$ cat config.mk
export PLATFORM = sky130hd
export DESIGN_NAME = key_vault
export DESIGN_NICKNAME = d
export VERILOG_FILES = /design/src/rtl/kv_pkg.sv /design/src/rtl/kv_key_ram.sv /design/src/rtl/kv_valid_track.sv /design/src/rtl/kv_seq.sv /design/src/rtl/key_vault.sv
export SDC_FILE = /design/constraint.sdc
export NUM_CORES = 2
export LEC_CHECK = 0
export BUFFER_PORTS_ARGS = -buffer_cell sky130_fd_sc_hd__buf_2
export CAP_MARGIN = 30
export CORE_MARGIN = 2
export CORE_UTILIZATION = 51
export DETAILED_ROUTE_END_ITERATION = 16
export PLACE_DENSITY_LB_ADDON = 0.15
export SETUP_SLACK_MARGIN = 0.2
export SYNTH_ARGS = -nofsm -noshare
export SYNTH_HDL_FRONTEND = slang
export SYNTH_HIERARCHICAL = 1
export SYNTH_SLANG_ARGS = --single-unit
$ cat constraint.sdc
create_clock -name clk_i -period 3.4 [get_ports clk_i]
set_clock_uncertainty 0.1 [all_clocks]
set_input_delay 0.51 -clock clk_i [delete_from_list [all_inputs] [get_ports clk_i]]
set_output_delay 0.51 -clock clk_i [all_outputs]
set_load 0.1 [all_outputs]
$ cat src/rtl/kv_pkg.sv
package kv_pkg;
  localparam int unsigned AREAS     = 8;
  localparam int unsigned WORD_W    = 32;
  localparam int unsigned WPA       = 4;
  localparam int unsigned AW        = $clog2(AREAS);
  localparam int unsigned WIX       = $clog2(WPA);
  localparam int unsigned IDX_W     = AW + WIX;
  localparam int unsigned KEY_WORDS = 2 * WPA;
  localparam int unsigned CNT_W     = $clog2(KEY_WORDS);
  localparam int unsigned KEY_W     = KEY_WORDS * WORD_W;

  typedef enum logic [1:0] {
    KL_128 = 2'd0,
    KL_192 = 2'd1,
    KL_256 = 2'd2,
    KL_RSV = 2'd3
  } klen_e;

  typedef enum logic [1:0] {
    ST_OK        = 2'd0,
    ST_STORE_ERR = 2'd1,
    ST_BAD_AREA  = 2'd2
  } kst_e;

  function automatic logic is_long(input logic [1:0] l);
    return (l == KL_192) || (l == KL_256);
  endfunction

  function automatic logic [AW-1:0] base_of(input logic [AW-1:0] a, input logic [1:0] l);
    return is_long(l) ? {a[AW-1:1], 1'b0} : a;
  endfunction

  function automatic logic [AREAS-1:0] span_mask(input logic [AW-1:0] a, input logic [1:0] l);
    logic [AREAS-1:0] m;
    logic [AW-1:0]    b;
    m = '0;
    b = base_of(a, l);
    m[b] = 1'b1;
    if (is_long(l)) m[{b[AW-1:1], 1'b1}] = 1'b1;
    return m;
  endfunction

  function automatic logic [CNT_W-1:0] last_word(input logic [1:0] l);
    case (l)
      KL_192:  return CNT_W'(WPA + WPA / 2 - 1);
      KL_256:  return CNT_W'(2 * WPA - 1);
      default: return CNT_W'(WPA - 1);
    endcase
  endfunction
endpackage

$ cat src/rtl/kv_key_ram.sv
module kv_key_ram
  import kv_pkg::*;
(
  input  logic                clk_i,
  input  logic                rst_ni,
  input  logic                we_i,
  input  logic [IDX_W-1:0]    widx_i,
  input  logic [WORD_W-1:0]   wdata_i,
  input  logic                zfill_i,
  input  logic [AW-1:0]       zarea_i,
  input  logic [IDX_W-1:0]    ridx_i,
  output logic [WORD_W-1:0]   rdata_o
);
  logic [WORD_W-1:0] mem [AREAS*WPA];

  for (genvar a = 0; a < AREAS; a++) begin : g_area
    for (genvar w = 0; w < WPA; w++) begin : g_word
      localparam int unsigned IDX   = a * WPA + w;
      localparam bit          UPPER = (w >= WPA / 2);
      logic [WORD_W-1:0] q;
      always_ff @(posedge clk_i or negedge rst_ni) begin
        if (!rst_ni) begin
          q <= '0;
        end else if (we_i && (widx_i == IDX_W'(IDX))) begin
          q <= wdata_i;
        end else if (UPPER && zfill_i && (zarea_i == AW'(a))) begin
          q <= '0;
        end
      end
      assign mem[IDX] = q;
    end
  end

  assign rdata_o = mem[ridx_i];
endmodule

$ cat src/rtl/kv_valid_track.sv
module kv_valid_track
  import kv_pkg::*;
(
  input  logic             clk_i,
  input  logic             rst_ni,
  input  logic             start_i,
  input  logic [1:0]       start_len_i,
  input  logic [AREAS-1:0] start_mask_i,
  input  logic             commit_i,
  input  logic [AREAS-1:0] commit_mask_i,
  input  logic             inval_i,
  input  logic [AREAS-1:0] inval_mask_i,
  output logic [AREAS-1:0] valid_o,
  output logic [1:0]       cur_len_o
);
  logic [AREAS-1:0] valid_q, valid_d;
  logic [1:0]       len_q;

  always_comb begin
    valid_d = valid_q;
    if (start_i) begin
      // a length change drops the whole store
      if (start_len_i != len_q) valid_d = '0;
      else                      valid_d = valid_q & ~start_mask_i;
    end
    if (commit_i) valid_d = valid_d | commit_mask_i;
    if (inval_i)  valid_d = valid_d & ~inval_mask_i;
  end

  always_ff @(posedge clk_i or negedge rst_ni) begin
    if (!rst_ni) begin
      valid_q <= '0;
      len_q   <= KL_128;
    end else begin
      valid_q <= valid_d;
      if (start_i) len_q <= start_len_i;
    end
  end

  assign valid_o   = valid_q;
  assign cur_len_o = len_q;
endmodule

$ cat src/rtl/kv_seq.sv
module kv_seq
  import kv_pkg::*;
(
  input  logic               clk_i,
  input  logic               rst_ni,
  input  logic               wr_req_i,
  input  logic [AW-1:0]      wr_area_i,
  input  logic [1:0]         wr_len_i,
  input  logic               wr_word_vld_i,
  input  logic [WORD_W-1:0]  wr_word_i,
  input  logic               wr_abort_i,
  input  logic               ld_req_i,
  input  logic [AW-1:0]      ld_area_i,
  input  logic [AREAS-1:0]   valid_i,
  input  logic [1:0]         cur_len_i,
  output logic               start_o,
  output logic [1:0]         start_len_o,
  output logic [AREAS-1:0]   start_mask_o,
  output logic               commit_o,
  output logic [AREAS-1:0]   commit_mask_o,
  output logic               ram_we_o,
  output logic [IDX_W-1:0]   ram_idx_o,
  output logic [WORD_W-1:0]  ram_wdata_o,
  output logic               ram_zfill_o,
  output logic [AW-1:0]      ram_zarea_o,
  input  logic [WORD_W-1:0]  ram_rdata_i,
  output logic               busy_o,
  output logic               done_o,
  output logic [1:0]         status_o,
  output logic               rej_o,
  output logic [KEY_W-1:0]   ckey_o,
  output logic [1:0]         clen_o
);
  typedef enum logic [1:0] {S_IDLE, S_WR, S_LD} st_e;

  st_e                               st_q;
  logic [CNT_W-1:0]                  cnt_q, last_q;
  logic [AW-1:0]                     base_q;
  logic [1:0]                        len_q;
  logic                              done_q, rej_q;
  kst_e                              status_q;
  logic [KEY_WORDS-1:0][WORD_W-1:0]  ckey_q;
  logic [1:0]                        clen_q;

  logic          idle, wr_ok, ld_ok, word_take;
  logic [AW-1:0] ld_base;

  assign idle    = (st_q == S_IDLE);
  assign wr_ok   = wr_len_i != KL_RSV;
  assign ld_base = base_of(ld_area_i, cur_len_i);
  assign ld_ok   = is_long(cur_len_i) ? (valid_i[ld_base] & valid_i[{ld_base[AW-1:1], 1'b1}])
                                      : valid_i[ld_area_i];

  assign start_o      = idle && wr_req_i && wr_ok;
  assign start_len_o  = wr_len_i;
  assign start_mask_o = span_mask(wr_area_i, wr_len_i);

  assign word_take     = (st_q == S_WR) && !wr_abort_i && wr_word_vld_i;
  assign commit_o      = word_take && (cnt_q == last_q);
  assign commit_mask_o = span_mask(base_q, len_q);

  // even area for words 0..WPA-1, odd partner after that
  assign ram_idx_o   = {base_q[AW-1:1], base_q[0] | cnt_q[CNT_W-1], cnt_q[WIX-1:0]};
  assign ram_we_o    = word_take;
  assign ram_wdata_o = wr_word_i;
  assign ram_zfill_o = commit_o && (len_q == KL_192);
  assign ram_zarea_o = {base_q[AW-1:1], 1'b1};

  always_ff @(posedge clk_i or negedge rst_ni) begin
    if (!rst_ni) begin
      st_q     <= S_IDLE;
      cnt_q    <= '0;
      last_q   <= '0;
      base_q   <= '0;
      len_q    <= KL_128;
      done_q   <= 1'b0;
      rej_q    <= 1'b0;
      status_q <= ST_OK;
      ckey_q   <= '0;
      clen_q   <= KL_128;
    end else begin
      done_q <= 1'b0;
      rej_q  <= 1'b0;
      case (st_q)
        S_IDLE: begin
          if (wr_req_i) begin
            rej_q <= ld_req_i;
            if (!wr_ok) begin
              done_q   <= 1'b1;
              status_q <= ST_STORE_ERR;
            end else begin
              st_q   <= S_WR;
              cnt_q  <= '0;
              base_q <= base_of(wr_area_i, wr_len_i);
              len_q  <= wr_len_i;
              last_q <= last_word(wr_len_i);
            end
          end else if (ld_req_i) begin
            if (!ld_ok) begin
              done_q   <= 1'b1;
              status_q <= ST_BAD_AREA;
            end else begin
              st_q   <= S_LD;
              cnt_q  <= '0;
              base_q <= ld_base;
              last_q <= is_long(cur_len_i) ? CNT_W'(KEY_WORDS - 1) : CNT_W'(WPA - 1);
              clen_q <= cur_len_i;
              if (!is_long(cur_len_i)) begin
                for (int k = WPA; k < KEY_WORDS; k++) ckey_q[k] <= '0;
              end
            end
          end
        end
        S_WR: begin
          rej_q <= wr_req_i | ld_req_i;
          if (wr_abort_i) begin
            done_q   <= 1'b1;
            status_q <= ST_STORE_ERR;
            st_q     <= S_IDLE;
          end else if (wr_word_vld_i) begin
            cnt_q <= cnt_q + 1'b1;
            if (cnt_q == last_q) begin
              done_q   <= 1'b1;
              status_q <= ST_OK;
              st_q     <= S_IDLE;
            end
          end
        end
        S_LD: begin
          rej_q         <= wr_req_i | ld_req_i;
          ckey_q[cnt_q] <= ram_rdata_i;
          cnt_q         <= cnt_q + 1'b1;
          if (cnt_q == last_q) begin
            done_q   <= 1'b1;
            status_q <= ST_OK;
            st_q     <= S_IDLE;
          end
        end
        default: st_q <= S_IDLE;
      endcase
    end
  end

  assign busy_o   = !idle;
  assign done_o   = done_q;
  assign status_o = status_q;
  assign rej_o    = rej_q;
  assign ckey_o   = ckey_q;
  assign clen_o   = clen_q;
endmodule

$ cat src/rtl/key_vault.sv
module key_vault
  import kv_pkg::*;
(
  input  logic                clk_i,
  input  logic                rst_ni,
  input  logic                wr_req_i,
  input  logic [AW-1:0]       wr_area_i,
  input  logic [1:0]          wr_len_i,
  input  logic                wr_word_vld_i,
  input  logic [WORD_W-1:0]   wr_word_i,
  input  logic                wr_abort_i,
  input  logic                ld_req_i,
  input  logic [AW-1:0]       ld_area_i,
  input  logic                inval_we_i,
  input  logic [AREAS-1:0]    inval_mask_i,
  output logic                busy_o,
  output logic                done_o,
  output logic [1:0]          status_o,
  output logic                rej_o,
  output logic [AREAS-1:0]    written_o,
  output logic [1:0]          key_len_o,
  output logic [KEY_W-1:0]    cipher_key_o,
  output logic [1:0]          cipher_len_o
);
  logic               start, commit, ram_we, ram_zfill;
  logic [1:0]         start_len, cur_len;
  logic [AREAS-1:0]   start_mask, commit_mask, valid;
  logic [IDX_W-1:0]   ram_idx;
  logic [WORD_W-1:0]  ram_wdata, ram_rdata;
  logic [AW-1:0]      ram_zarea;

  kv_seq u_seq (
    .clk_i, .rst_ni,
    .wr_req_i, .wr_area_i, .wr_len_i, .wr_word_vld_i, .wr_word_i, .wr_abort_i,
    .ld_req_i, .ld_area_i,
    .valid_i       (valid),
    .cur_len_i     (cur_len),
    .start_o       (start),
    .start_len_o   (start_len),
    .start_mask_o  (start_mask),
    .commit_o      (commit),
    .commit_mask_o (commit_mask),
    .ram_we_o      (ram_we),
    .ram_idx_o     (ram_idx),
    .ram_wdata_o   (ram_wdata),
    .ram_zfill_o   (ram_zfill),
    .ram_zarea_o   (ram_zarea),
    .ram_rdata_i   (ram_rdata),
    .busy_o, .done_o, .status_o, .rej_o,
    .ckey_o        (cipher_key_o),
    .clen_o        (cipher_len_o)
  );

  kv_valid_track u_track (
    .clk_i, .rst_ni,
    .start_i       (start),
    .start_len_i   (start_len),
    .start_mask_i  (start_mask),
    .commit_i      (commit),
    .commit_mask_i (commit_mask),
    .inval_i       (inval_we_i),
    .inval_mask_i  (inval_mask_i),
    .valid_o       (valid),
    .cur_len_o     (cur_len)
  );

  kv_key_ram u_ram (
    .clk_i, .rst_ni,
    .we_i    (ram_we),
    .widx_i  (ram_idx),
    .wdata_i (ram_wdata),
    .zfill_i (ram_zfill),
    .zarea_i (ram_zarea),
    .ridx_i  (ram_idx),
    .rdata_o (ram_rdata)
  );

  assign written_o = valid;
  assign key_len_o = cur_len;
endmodule

Word level (Yosys, flattened, before mapping)
Cells that the tools add are included.
Widths: inputs -> output; s select.

cells by class
  add/subtract/negate cells = 1
  $lt $le $gt $ge = 14
  eq/ne operators = 58
  multiplexer cells = 99
  bitwise gates (word level) = 12
  reduce and logical (&&, ||, !) cells = 79

operators with widths
  cell                number
  $mux 32             24
  $mux 128            4
  $bwmux 256          1
  $pmux 128 s2        1
  $bmux 32 s5         1
  $demux 32 s3        1
  $eq 5x5->1 const B  16
  $logic_and 1x1->1   48
  $mux 8              6
  $mux 3              15
  $eq 5x4->1 const B  8
  $lt 3x4->1 const B  8
  $mux 2              14
  $reduce_bool 2->1   13
  $or 8x8->8          3
  $eq 5x3->1 const B  4
  $mux 1              19
  $ne 3x3->1 const B  6
  $and 8x8->8         2
  $not 8->8           2
  $ge 3x1->1 const B  5
  $ne 2x2->1 const B  7
  $eq 2x2->1 const B  6
  $pmux 2 s3          2
  other kinds (31)    47

storage, ports and cells
  flip-flop bits (word level) = 1309
  bits of input ports = 55
  output and inout bits = 273
  logic and storage cells = 314

Longest topological paths before layout
  depth after elaboration = 17
  mapped depth = 12
  gate-level depth less buffers = 9

By module
Netlist, hierarchy kept.

by module, submodules not included
  module          times used  cells each  area each (um^2)  seq. area each (um^2)
  kv_key_ram      1           4593        48022.3           25624.6
  kv_seq          1           784         11144.4           6881.6
  kv_valid_track  1           57          555.5             250.2

Worst setup path after synthesis
No wires, ideal clock.

  path kind = reg-to-reg
  start = register u_track.len_q[0], in the netlist u_track/cur_len_o[0]
  end = register u_seq.ckey_q (netlist bit u_seq/ckey_o[161])
  library setup time = 69 ps
  data arrival time = 2720 ps
  data required time = 3231 ps
  slack = 511 ps
  cell stages (with the launch flop) = 8
  path buffers = 1
  period minus slack after synthesis = 2889 ps
  cell sequence = dfrtp_1 xor2_1 nor4b_1 a311o_4 o21ai_1 nor3_1 clkbuf_1 a22o_1

on the way
  word-level cells in the longest chain between the ends = 9
  elaborated cells on any way between the ends = 11
  classes of those cells = eq/ne (4); mux (4); bitwise (1); reduce/logical (2)

ends and longest elaborated chain
  what                                      line                  text
  start, declared                           kv_valid_track.sv:17  logic [1:0] len_q;
  start signal, assigned                    kv_valid_track.sv:36  if (start_i) len_q <= start_len_i;
  $eq 2x1->1 or $eq 2x2->1 (tied branches)  kv_pkg.sv:26          return (l == KL_192) || (l == KL_256);
  $logic_or 1x1->1 (*)                      kv_pkg.sv:26
  $mux 1                                    kv_pkg.sv:30          return is_long(l) ? {a[AW-1:1], 1'b0} : a;
  $bmux 1 s3                                kv_seq.sv:51          assign ld_ok = is_long(cur_len_i) ? (valid_i[ld_base] & valid_i[{ld_base[AW-1:1], 1'b1}])
  $mux 1 (implied by the code)              kv_seq.sv:51
  $and 1x1->1                               kv_seq.sv:51
  $mux 1                                    kv_seq.sv:51
  $ne 2x2->1 (no line)                      -
  $reduce_and 5->1 (no line) (*)            -
  end signal, assigned by index             kv_seq.sv:131         ckey_q[cnt_q] <= ram_rdata_i;
  end, declared                             kv_seq.sv:42          logic [KEY_WORDS-1:0][WORD_W-1:0] ckey_q;

Every way passes the cells marked *; elsewhere a longest branch is shown, timed or not. The select of a mux whose other input is x is not followed.
A chain may end at the register's enable or synchronous reset.

Final worst setup path
  start = register u_seq.base_q[0]
  end = register u_seq.ckey_q (netlist bit u_seq/ckey_o[37])

on the way
  word-level cells in the longest chain between the ends = 6

ends and longest elaborated chain
  what                                         line              text
  start, declared                              kv_seq.sv:38      logic [AW-1:0] base_q;
  start signal, assigned                       kv_seq.sv:94      base_q <= base_of(wr_area_i, wr_len_i);
  start signal, assigned                       kv_seq.sv:105     base_q <= ld_base;
  $or 1x1->1                                   kv_seq.sv:63      assign ram_idx_o = {base_q[AW-1:1], base_q[0] | cnt_q[CNT_W-1], cnt_q[WIX-1:0]};
  named net ram_idx[2]                         key_vault.sv:28   logic [IDX_W-1:0] ram_idx;
  $not 5->6 (implied by the code)              kv_key_ram.sv:34  assign rdata_o = mem[ridx_i];
  $bmux 32 s5                                  kv_key_ram.sv:34
  $mux 32 (implied by the code) (2 in series)  kv_key_ram.sv:34
  named net ram_rdata[5]                       key_vault.sv:29   logic [WORD_W-1:0] ram_wdata, ram_rdata;
  $bwmux 256                                   kv_seq.sv:131

The timed path passes the listed nets, and every way through them passes these cells. The select of a mux whose other input is x is not followed.

==> results.md <==
- Status: finished, violations left
- Failing checks: slew limit
- Post-synth EDFFs: 0
- Final ANT Viol Nets: 0
- Min-Delay Path Class: input port to register
- Die Y: between 300 and 400 microns
- Max Root-Sink Buffers: 3
- R2R setup slack: 0.30 ns
- CTS H-tree depth: 4
- Largest net degree at the start of global routing: 86
- DRC viols: 0
- Grt ovf: 0
- Post-Syn Area: 59720 sq um
- Setup CP Type: register to register
- # Post-CTS Setup Buffers: 0
- Area of the multi-input gates: ~25000 sq um
- Die X: 346.2 microns
- Starting Density: 51.39%
- Vias: 42861
- Design area: 68420 sq um
- CP max stage delay: 0.50 ns
- Vias per cell: 5.926
- Clk slew on worst S/H paths: ~0.06 ns
- First-pass GRT wire length: 271500 microns
- Final setup vio count: 0
- Worst setup SP type: register
- Layout Nets: 5671
- Reg2Reg Depth: 9
- Req. time, crit path: 3.93 ns
- Tot GR Track Use: 29.36%
- Total negative slack: 0 ns
- Critical R2R Launch: u_seq/base_q[0]
- Initial antenna violation count: 3
- Pre-CTS WS: 0.3101 ns
- Yosys top cell area share: 54.85%
- Synth area leaders: dfrtp_1 (55%), mux2_2 (12%), mux2i_1 (8.7%)
- Most frequent cells in the layout: dfrtp_1 (1308), nand2_1 (1151), mux2_2 (642), o21ai_0 (524), mux2i_1 (517)
- CTS buffer count: around 140
- Final Max Slew Viols: 260
- Vias in the first global route: 42774
- Sequential share of the synthesized area: around 55%
- Worst-Margin Slew: 4.020 ns
- # Max-Cap Violations: 0
- Fmax: 322.1 MHz
- DP HPWL: 106700 microns
- Layout filler cell count: 9713
- VDD IR-drop max: 0.6476 mV
- Final wirelength: ~180000 microns
- Syn Area/Cell: ~11 sq um
- Clk sinks: 1309
- Num ports: 328
- Area leader, netlist: dfrtp_1
- Fin util: between 50% and 60%
- Hold Crit Start: wr_req_i
- Slowest cell on the critical path: a31oi_1
- Post-DP Area: 63670 sq um
- WL/cell: ~24 microns
- FP Rows: 125
- FF+latch count, synth: 1309
- Iter 0 DRT Violations: 4003
- Leading cell type in the layout, fill and taps excluded: dfrtp_1
- Syn nets: 5497
- Yosys warns: 6
- Mapped Cells: 5434
- Ys async rst share: 100.0%
- CTS tree: built
- Worst path cell trace: or2_4 > nor2b_4 > buf_12 > a22o_1 > nor3_1 > a31oi_1 > nand3_1 > buf_4 > mux2_2
- DRT Pass-1 Iters: 6
- Fin. Hold Viols: 0
- Crit path arrival time: 3.64 ns
- Register area: 32760 sq um
- Layout cells sized above 1: 25.68%
- Hold Path Stages: 3
- Total core area: 116200 sq um
- Final WS setup: 0.2958 ns
- RSZ-0062 raised after global routing: false
- Final period util: 91.30%
- Power density over cell area: between 800 and 900 nW/um^2
- GPL Wtd Cong: 0.8477
- Post-synth cell types: 64
- Worst R2R End: u_seq/ckey_o[37]
- Crit path time final: 3.104 ns
- Hold EP: u_seq/rej_o
- I/O Buffers: 327
- Layout area overhead: 14.57%
- Leakage power: 0.03151 uW
- Crit path capture type: register
- Synth Flop Type: dfrtp_1
- Crit-path max FO: 44
- Clock Root Buffer: clkbuf_16
- Die ar.: about 120000 sq um
- Skew-Pair Late Insertion Delay: 0.75 ns
- Max_slew headroom: -168.8%
- ANT cells: 0
==> cell usage after synthesis (all sizes together) (3+ instances only) <==
cell and count:
o21ai 527, nand4 3, a22oi 98, nor4 3, nor3 43, a21oi 111, and2 4, nand2b 12
nor2 36, or2 6, buf 190, mux2i 517, dfrtp 1309, xor2 4, a22o 193, and3 5
xnor2 3, nand3 115, ha 8, o211ai 12, nor2b 13, nand3b 17, inv 10, a31oi 32
nand2 1163, mux2 647, clkbuf 324, nor3b 3
==> cell families (layout without fill, tap and decap cells) <==
| logic type | count (synthesis) | after routing | synth area share (%) |
|---|---|---|---|
| xor+xnor | 7 | 7 | 0.1027 |
| compound gates | 990 | 990 | 10.25 |
| fa+ha+maj | 8 | 8 | 0.1676 |
| flops | 1309 | 1309 | 54.85 |
| other cells | 1 | 1 | 0.006279 |
| simple gates | 1430 | 1430 | 9.767 |
| mux | 1165 | 1165 | 20.90 |
| buf+inv | 524 | 799 | 3.955 |
==> stage by stage <==
step / hold WS, ns / cells / power, uW
3_5_place_dp: 0.3773 / 6984 / 41550
4_1_cts: 0.02154 / 7233 / 57170
3_3_place_gp: 0.3690 / 6983 / 41150
6_report: 0.07210 / 7233 / 57160
5_1_grt: 0.06213 / 7233 / 59620
2_1_floorplan: 0.1144 / 5434 / 33800
==> worst max-delay path by stage <==
stage	from	slack, ns	end	depth (start not counted)
after floorplan	u_track/cur_len_o[0]	0.51	u_seq/ckey_o[161]	7
after global placement	u_seq/base_q[0]	0.33	u_seq/ckey_o[33]	8
after detailed placement	u_seq/base_q[0]	0.31	u_seq/ckey_o[82]	9
after CTS	u_seq/base_q[0]	0.29	u_seq/ckey_o[18]	9
after global routing	u_seq/st_q[1]	0.22	u_ram/g_area[6].g_word[1].q[10]	9
final	u_seq/base_q[0]	0.30	u_seq/ckey_o[37]	9
==> where the power goes <==
part	internal [uW]	leakage [uW]	switching [uW]	total [uW]
logic	7010	0.0112	13700	20700
registers	19000	0.0179	1850	20800
clock network	9190	0.00232	6410	15600
total	35200	0.0315	22000	57200
==> layout make-up <==
class / count / area share (%)
Sequential cell: 1309 / 47.88
Multi-Input combinational cell: 3601 / 36.36
Clock buffer: 202 / 6.058
Timing Repair Buffer: 544 / 6.058
Tap cell: 1524 / 2.787
Clock inverter: 43 / 0.8046
Inverter: 10 / 0.05486
==> critical path: cells and delay by family (launching register included) <==
kind | cells | cell delay [ns]
flip-flops | 1 | 0.47
buffers and inverters | 2 | 0.53
AO/OA/AOI/OAI | 2 | 0.69
multiplexers | 1 | 0.28
AND/OR/NAND/NOR | 4 | 0.86
==> sequential cells by signal, summed over array words and instances (netlist names) <==
name                   flops
u_seq/cnt_q                3
u_seq/done_o               1
u_seq/st_q                 2
u_track/cur_len_o          2
u_ram/g_area.g_word.q   1024
u_seq/status_o             2
u_seq/clen_o               2
u_seq/ckey_o             256
u_seq/base_q               3
u_seq/rej_o                1
u_track/valid_o            8
u_seq/len_q                2
u_seq/last_q               3
==> timing repair <==
action / 4_1_cts / 5_1_grt
hold buffers: 4 / 0
gates resized for setup: 0 / 5
endpoints found under the setup margin: 0 / 263
endpoints found under the hold margin: 51 / 0
==> per-layer routing <==
metal | up-vias | part of all wire [%] | GRT usage [%]
met1 | 21889 | 45 | 41.46
met5 | - | 0 | 0
li1 | 19235 | - | -
met3 | 317 | 5.8 | 4.260
met2 | 1420 | 47 | 47.14
met4 | 0 | 2.9 | 8.912
No activity file was read; power rests on OpenSTA's default activity.
